### src/rtl/cmt_pkg.sv
package cmt_pkg;

   localparam int NUM_CMP   = 2;
   localparam int DIV_SEL_W = 2;

   localparam int ADR_CTRL = 0;
   localparam int ADR_CNT  = 1;
   localparam int ADR_CMPA = 2;
   localparam int ADR_CMPB = 3;
   localparam int ADR_FLAG = 4;

   typedef enum logic [1:0] {
      ACT_NONE = 2'd0,
      ACT_LOW  = 2'd1,
      ACT_HIGH = 2'd2,
      ACT_FLIP = 2'd3
   } pin_act_e;

   typedef enum logic [1:0] {
      CLR_NONE = 2'd0,
      CLR_ON_A = 2'd1,
      CLR_ON_B = 2'd2,
      CLR_RSVD = 2'd3
   } clr_sel_e;

   // bit 9 port level, 8 timer pin, 7:6 action, 5 pwm, 4:3 clear, 2:1 divide, 0 run
   typedef struct packed {
      logic                 port_lvl;
      logic                 timer_pin;
      pin_act_e             act;
      logic                 pwm;
      clr_sel_e             clr;
      logic [DIV_SEL_W-1:0] div;
      logic                 run;
   } ctrl_t;

   localparam int CTRL_W = $bits(ctrl_t);

endpackage

### src/rtl/cmt_prescale.sv
module cmt_prescale #(
   parameter int SEL_W = 2
) (
   input  logic             clk,
   input  logic             rst_n,
   input  logic             run,
   input  logic             restart,
   input  logic [SEL_W-1:0] div_sel,
   output logic             tick
);
   localparam int PC_W = (1 << SEL_W) - 1;

   if (SEL_W < 1 || SEL_W > 4) begin : g_bad_sel
      $error("cmt_prescale: SEL_W out of range");
   end

   logic [PC_W-1:0] phase_q;
   logic [PC_W-1:0] mask;

   always_comb begin
      mask = PC_W'((32'd1 << div_sel) - 32'd1);
      tick = run && ((phase_q & mask) == mask);
   end

   always_ff @(posedge clk or negedge rst_n) begin
      if (!rst_n)       phase_q <= '0;
      else if (restart) phase_q <= '0;
      else if (run)     phase_q <= phase_q + 1'b1;
   end
endmodule

### src/rtl/cmt_count.sv
module cmt_count import cmt_pkg::*; #(
   parameter int CNT_W = 16,
   parameter int NCMP  = 2
) (
   input  logic                       clk,
   input  logic                       rst_n,
   input  logic                       tick,
   input  logic                       wr_en,
   input  logic [CNT_W-1:0]           wr_val,
   input  logic [NCMP-1:0][CNT_W-1:0] cmp_vals,
   input  clr_sel_e                   clr_sel,
   output logic [CNT_W-1:0]           cnt,
   output logic [NCMP-1:0]            hit
);
   if (NCMP != 2) begin : g_bad_ncmp
      $error("cmt_count: two compare registers expected");
   end

   logic [CNT_W-1:0] cnt_q;
   logic             clr_hit;

   for (genvar i = 0; i < NCMP; i++) begin : g_cmp
      assign hit[i] = tick && (cnt_q == cmp_vals[i]);
   end

   always_comb begin
      case (clr_sel)
         CLR_ON_A: clr_hit = hit[0];
         CLR_ON_B: clr_hit = hit[1];
         default:  clr_hit = 1'b0;
      endcase
   end

   always_ff @(posedge clk or negedge rst_n) begin
      if (!rst_n)      cnt_q <= '0;
      else if (wr_en)  cnt_q <= wr_val;
      else if (tick)   cnt_q <= clr_hit ? '0 : cnt_q + 1'b1;
   end

   assign cnt = cnt_q;
endmodule

### src/rtl/cmt_pinout.sv
module cmt_pinout import cmt_pkg::*; #(
   parameter bit LATE_HALF = 1'b1
) (
   input  logic       clk,
   input  logic       rst_n,
   input  logic [1:0] hit,
   input  logic       pwm,
   input  pin_act_e   act,
   input  logic       timer_pin,
   input  logic       port_lvl,
   input  logic       handover,
   output logic       tout,
   output logic       pin
);
   logic tout_q;
   logic base;
   logic tout_d;
   logic pin_d;

   always_comb begin
      base   = handover ? port_lvl : tout_q;
      tout_d = base;
      if (pwm) begin
         if (hit[1])      tout_d = 1'b0;
         else if (hit[0]) tout_d = 1'b1;
      end else if (hit[1]) begin
         case (act)
            ACT_LOW:  tout_d = 1'b0;
            ACT_HIGH: tout_d = 1'b1;
            ACT_FLIP: tout_d = ~base;
            default:  tout_d = base;
         endcase
      end
   end

   always_ff @(posedge clk or negedge rst_n) begin
      if (!rst_n) tout_q <= 1'b0;
      else        tout_q <= tout_d;
   end

   assign tout  = tout_q;
   assign pin_d = timer_pin ? tout_q : port_lvl;

   if (LATE_HALF) begin : g_late
      logic pin_q;
      always_ff @(negedge clk or negedge rst_n) begin
         if (!rst_n) pin_q <= 1'b0;
         else        pin_q <= pin_d;
      end
      assign pin = pin_q;
   end else begin : g_same
      assign pin = pin_d;
   end
endmodule

### src/rtl/cmt_channel.sv
module cmt_channel import cmt_pkg::*; #(
   parameter int CNT_W     = 16,
   parameter int ADDR_W    = 3,
   parameter bit LATE_HALF = 1'b1
) (
   input  logic               clk,
   input  logic               rst_n,
   input  logic               bus_sel,
   input  logic               bus_wr,
   input  logic [ADDR_W-1:0]  bus_addr,
   input  logic [CNT_W-1:0]   bus_wdata,
   output logic [CNT_W-1:0]   bus_rdata,
   output logic [NUM_CMP-1:0] match_flag,
   output logic               tmr_pin
);
   if (CNT_W < CTRL_W) begin : g_bad_width
      $error("cmt_channel: CNT_W too small for the control word");
   end
   if (ADDR_W < 3) begin : g_bad_addr
      $error("cmt_channel: ADDR_W too small for the register map");
   end

   ctrl_t                         ctrl_q;
   ctrl_t                         ctrl_new;
   logic [NUM_CMP-1:0][CNT_W-1:0] cmp_q;
   logic [NUM_CMP-1:0]            flag_q;
   logic [NUM_CMP-1:0]            armed_q;
   logic [NUM_CMP-1:0]            flag_clr;
   logic [NUM_CMP-1:0]            hit;
   logic [CNT_W-1:0]              cnt_q;
   logic                          tick;
   logic                          tout;
   logic                          handover;
   logic wr_ctrl, wr_cnt, wr_cmpa, wr_cmpb, wr_flag, rd_flag;
   logic run_w, pwm_w, tp_w, port_w;
   logic [1:0] clr_w;

   always_comb begin
      wr_ctrl = bus_sel && bus_wr && (bus_addr == ADDR_W'(ADR_CTRL));
      wr_cnt  = bus_sel && bus_wr && (bus_addr == ADDR_W'(ADR_CNT));
      wr_cmpa = bus_sel && bus_wr && (bus_addr == ADDR_W'(ADR_CMPA));
      wr_cmpb = bus_sel && bus_wr && (bus_addr == ADDR_W'(ADR_CMPB));
      wr_flag = bus_sel && bus_wr && (bus_addr == ADDR_W'(ADR_FLAG));
      rd_flag = bus_sel && !bus_wr && (bus_addr == ADDR_W'(ADR_FLAG));
      ctrl_new = ctrl_t'(bus_wdata[CTRL_W-1:0]);
      handover = wr_ctrl && ctrl_new.timer_pin && !ctrl_q.timer_pin;
      flag_clr = wr_flag ? (armed_q & ~bus_wdata[NUM_CMP-1:0]) : '0;
   end

   always_ff @(posedge clk or negedge rst_n) begin
      if (!rst_n) begin
         ctrl_q  <= '0;
         cmp_q   <= '1;
         flag_q  <= '0;
         armed_q <= '0;
      end else begin
         if (wr_ctrl) ctrl_q   <= ctrl_new;
         if (wr_cmpa) cmp_q[0] <= bus_wdata;
         if (wr_cmpb) cmp_q[1] <= bus_wdata;
         flag_q <= (flag_q & ~flag_clr) | hit;
         if (rd_flag) armed_q <= armed_q | flag_q;
         else         armed_q <= armed_q & ~flag_clr;
      end
   end

   cmt_prescale #(.SEL_W(DIV_SEL_W)) u_pre (
      .clk     (clk),
      .rst_n   (rst_n),
      .run     (ctrl_q.run),
      .restart (wr_cnt),
      .div_sel (ctrl_q.div),
      .tick    (tick)
   );

   cmt_count #(.CNT_W(CNT_W), .NCMP(NUM_CMP)) u_cnt (
      .clk      (clk),
      .rst_n    (rst_n),
      .tick     (tick),
      .wr_en    (wr_cnt),
      .wr_val   (bus_wdata),
      .cmp_vals (cmp_q),
      .clr_sel  (ctrl_q.clr),
      .cnt      (cnt_q),
      .hit      (hit)
   );

   cmt_pinout #(.LATE_HALF(LATE_HALF)) u_pin (
      .clk       (clk),
      .rst_n     (rst_n),
      .hit       (hit),
      .pwm       (ctrl_q.pwm),
      .act       (ctrl_q.act),
      .timer_pin (ctrl_q.timer_pin),
      .port_lvl  (ctrl_q.port_lvl),
      .handover  (handover),
      .tout      (tout),
      .pin       (tmr_pin)
   );

   always_comb begin
      case (bus_addr)
         ADDR_W'(ADR_CTRL): bus_rdata = {{(CNT_W-CTRL_W){1'b0}}, ctrl_q};
         ADDR_W'(ADR_CNT):  bus_rdata = cnt_q;
         ADDR_W'(ADR_CMPA): bus_rdata = cmp_q[0];
         ADDR_W'(ADR_CMPB): bus_rdata = cmp_q[1];
         ADDR_W'(ADR_FLAG): bus_rdata = {{(CNT_W-NUM_CMP){1'b0}}, flag_q};
         default:           bus_rdata = '0;
      endcase
   end

   assign match_flag = flag_q;
   assign run_w  = ctrl_q.run;
   assign pwm_w  = ctrl_q.pwm;
   assign tp_w   = ctrl_q.timer_pin;
   assign port_w = ctrl_q.port_lvl;
   assign clr_w  = ctrl_q.clr;
endmodule

### config.mk
export PLATFORM = sky130hd
export DESIGN_NAME = cmt_channel
export DESIGN_NICKNAME = d
export VERILOG_FILES = /design/src/rtl/cmt_pkg.sv /design/src/rtl/cmt_prescale.sv /design/src/rtl/cmt_count.sv /design/src/rtl/cmt_pinout.sv /design/src/rtl/cmt_channel.sv
export SDC_FILE = /design/constraint.sdc
export NUM_CORES = 1
export LEC_CHECK = 0
export ABC_AREA = 0
export CELL_PAD_IN_SITES_DETAIL_PLACEMENT = 1
export CELL_PAD_IN_SITES_GLOBAL_PLACEMENT = 2
export CORE_UTILIZATION = 45
export CTS_BUF_LIST = sky130_fd_sc_hd__clkbuf_4 sky130_fd_sc_hd__clkbuf_8
export DETAILED_ROUTE_END_ITERATION = 8
export DONT_BUFFER_PORTS = 1
export PLACE_DENSITY_LB_ADDON = 0.1
export REMOVE_ABC_BUFFERS = 1
export SYNTH_ARGS = -nofsm -noshare
export SYNTH_HDL_FRONTEND = slang
export SYNTH_SLANG_ARGS = --single-unit
### constraint.sdc
create_clock -name clk -period 2.24 [get_ports clk]
set_clock_uncertainty 0.05 [all_clocks]
set_input_delay 0.448 -clock clk [delete_from_list [all_inputs] [get_ports clk]]
set_output_delay 0.448 -clock clk [all_outputs]
set_load 0.03 [all_outputs]
==> results.toml <==
[status]
status = "finished with violations"
violations = "negative setup slack"

[placed_design]
portBuffers = 0
globalplace.congestion = 0.847
place_area_um2 = 4510
dp_cells = 508
dp_hpwl_um = 8050

[sta]
slew_headroom_pct = 67.8
fin_ws_ps = -277
rsz0062_at_grt = "yes"
hold_violations = 0
setup_viol = 1
tightestPinTransition_ps = 479
slew_viol_final = 0

[critical_path]
startpoint_type = "register"
critPathKind = "register to primary output"
critPathRequiredTime_ps = 1740
worstPathMaxFanout = 1
r2r-start = "tp_w$_DFFE_PN0N_"
crit_path_end_kind = "primary output"
r2r_cells = 1
crit_arrival_ps = 2020
reg2reg_to = "u_pin.pin$_DFF_NN0_"
reg2reg_slack_ps = 170

[pwr]
power_per_cell_area_nw_per_um2 = 1110
peakVddDrop_v = 0.000436
fin_total_pwr_mw = 5.32
leakage_nw = 1.91

[logic_synthesis]
synth_edf_count = 0
netlist_instances = 376
synth_area_per_cell_um2 = 11.5
ys_warn_count = 0
ys_seq_area_share_pct = 39.8
synth-seq-cells = 67
synth_cell_types = 55
netlist_area_um2 = 4310
ys.flop_type = "dfrtp_1"
async_reset_ff_share_pct = 100

[job]
maxCapViolCount = 0

[cells_and_area]
design_area_um2 = 4780
instances_no_fill = 526
drive_gt1_share_pct = 43.6
fin_nets = 419
synthToLayoutAreaGrowth_pct = 10.9
post-route-util_pct = 51.5
n_antenna_cell = 0

[global_route]
grt-ovfl-total = 0
antenna_found_initial = 0
grt_pass1_wl_um = 18200
grt_pass1_vias = 3170
grt_max_degree = 67
grt_use_total_pct = 24.5

[clocking]
cts_buffer_depth = 2
clk_latency_ps = 340
cts_root_buf = "clkbuf_8"
clkTransAtPathRegs_ps = 80
cts_buffers = 9
post_cts_buffers = 0
cts_sinks = 67
cts_max_level = 3
cts_tree = "done"

[floorplan]
dieHeight_um = 99.9
io_pins = 42
coreArea_um2 = 9280
start_util_pct = 46.5
rows = 35
fp.dieW_um = 99.9
dieArea_um2 = 9980

[worst_hold_path]
hold_path_depth = 1
hold_start = "bus_wr"
min_path_type = "input port to register"
worstHoldEndpoint = "armed_q[1]$_DFF_PN0_"

[routing]
dr_wl_met3_um = 382
drc = 0
top_layer = "met4"
wl_met2_um = 5440
ant_nets = 0
routed_wl_um = 11400
drt-initial-drc-count = 98
wl_met1_um = 5420
vias_per_cell = 5.69
via_count = 2993
firstDrtPassIters = 4
wire_per_inst_um = 21.6
-- repair_timing --
| item | 4_1_cts | 5_1_grt |
|---|---|---|
| gates resized for setup | 0 | 1 |
| hold buffers | 2 | 0 |
| endpoints found under the hold margin | 66 | 0 |
| endpoints found under the setup margin | 1 | 2 |
| gates cloned | 0 | 0 |
-- state kept, by name (all words and copies together) (netlist names) --
| signal | flops |
|---|---|
| u_cnt.cnt | 16 |
| port_w | 1 |
| u_pin.pin | 1 |
| u_pin.tout | 1 |
| pwm_w | 1 |
| ctrl_q | 4 |
| cmp_q | 32 |
| tp_w | 1 |
| clr_w | 2 |
| run_w | 1 |
| match_flag | 2 |
| armed_q | 2 |
| u_pre.phase_q | 3 |
-- power breakdown --
group	total, mW	leakage [nW]	switching [mW]	internal [mW]
clock	1.19	0.116	0.494	0.699
combinational	1.97	1.03	0.941	1.03
sequential	2.15	0.767	0.495	1.66
-- cell usage after synthesis, types with 3 or more instances --
| cell | count | area [um^2] |
|---|---|---|
| buf_6 | 6 | 67.6 |
| nor2b_1 | 11 | 68.8 |
| nor2_2 | 3 | 18.8 |
| buf_2 | 12 | 60.1 |
| clkbuf_1 | 4 | 15.0 |
| nand2_1 | 9 | 33.8 |
| xnor2_1 | 36 | 315 |
| ha_1 | 4 | 50.1 |
| o41ai_1 | 5 | 43.8 |
| nand4_1 | 10 | 62.6 |
| inv_1 | 3 | 11.3 |
| nor2_1 | 19 | 71.3 |
| nand3_1 | 12 | 60.1 |
| a22oi_1 | 10 | 75.1 |
| mux2_2 | 50 | 563 |
| buf_4 | 7 | 52.6 |
| xor2_1 | 10 | 87.6 |
| o31ai_2 | 8 | 100 |
| o22ai_1 | 3 | 18.8 |
| and3_1 | 16 | 100 |
| dfrtp_1 | 34 | 851 |
| mux4_2 | 7 | 158 |
| a21oi_1 | 18 | 90.1 |
| dfstp_2 | 32 | 841 |
| o21ai_0 | 5 | 25.0 |
| a21o_1 | 3 | 22.5 |
-- worst max path at each step --
stage / startpoint / endpoint / slack, ps / cells after the start
after floorplan: u_pin.pin$_DFF_NN0_ / tmr_pin / 90 / 0
after global placement: u_pin.pin$_DFF_NN0_ / tmr_pin / 80 / 0
after detailed placement: u_pin.pin$_DFF_NN0_ / tmr_pin / 70 / 0
after CTS: u_pin.pin$_DFF_NN0_ / tmr_pin / -290 / 0
after global routing: u_pin.pin$_DFF_NN0_ / tmr_pin / -300 / 0
final: u_pin.pin$_DFF_NN0_ / tmr_pin / -280 / 0
-- cell type report --
class                   count  area (um^2)
clock buffers              12          159
inverters                   3         11.3
fillers                  1009         4500
flip-flops and latches     67         1720
multi-input cells         273         2340
clock inverters             4         72.6
repair buffers             38          324
well taps                 129          161
-- cell usage in the layout, fill, tap and decap left out, types with 2 or more instances in the layout --
cell type / Yosys / final
dfstp_2: 32 / 32
o41ai_2: 2 / 2
nand2_1: 9 / 9
a22oi_1: 10 / 10
nor2b_1: 11 / 11
inv_1: 3 / 3
nand4_1: 10 / 10
nor3_1: 2 / 2
mux4_2: 7 / 7
ha_1: 4 / 4
a21o_1: 3 / 3
o41ai_1: 5 / 5
bufinv_16: 0 / 2
o31ai_2: 8 / 8
and3_1: 16 / 16
xnor2_2: 2 / 2
a21oi_1: 18 / 18
nor2_4: 2 / 2
and3_2: 2 / 2
mux2_2: 50 / 50
o21ai_0: 5 / 5
nor2_2: 3 / 3
clkbuf_8: 2 / 11
nand3_1: 12 / 12
xnor2_1: 36 / 36
nor2_1: 19 / 19
nand2_2: 2 / 2
nand4_2: 2 / 2
o22ai_1: 3 / 3
nor4_2: 2 / 2
buf_4: 7 / 34
xor2_1: 10 / 10
dfrtp_1: 34 / 34
mux2i_1: 2 / 2
-- through the flow --
stage / worst slack [ps] / hold WS, ps / setup TNS, ps
after floorplan: 89.4 / 102 / 0
after global placement: 80.4 / 104 / 0
after detailed placement: 74.7 / 104 / 0
after CTS: -291 / 141 / -291
after global routing: -302 / 133 / -302
final: -277 / 156 / -277
-- layer usage --
layer	vias to the layer above	global-route usage, %
li1	1388	-
met1	1549	33.3
met2	47	40.5
met3	9	4.32
met4	0	6.11
met5	-	0
-- kinds of logic (layout without fill, tap and decap cells) --
kind of cell	Yosys count	in the layout	share of synthesized area, %
adders and majority gates	4	4	1.16
buffers and inverters	36	57	6.01
xor gates and xnor gates	48	48	10.1
DFF	67	67	39.8
AOI/OAI and AO/OA	60	60	10.9
muxes	61	61	18.0
and+or+nand+nor	100	100	14.0
(Power assumes the default switching activity.)
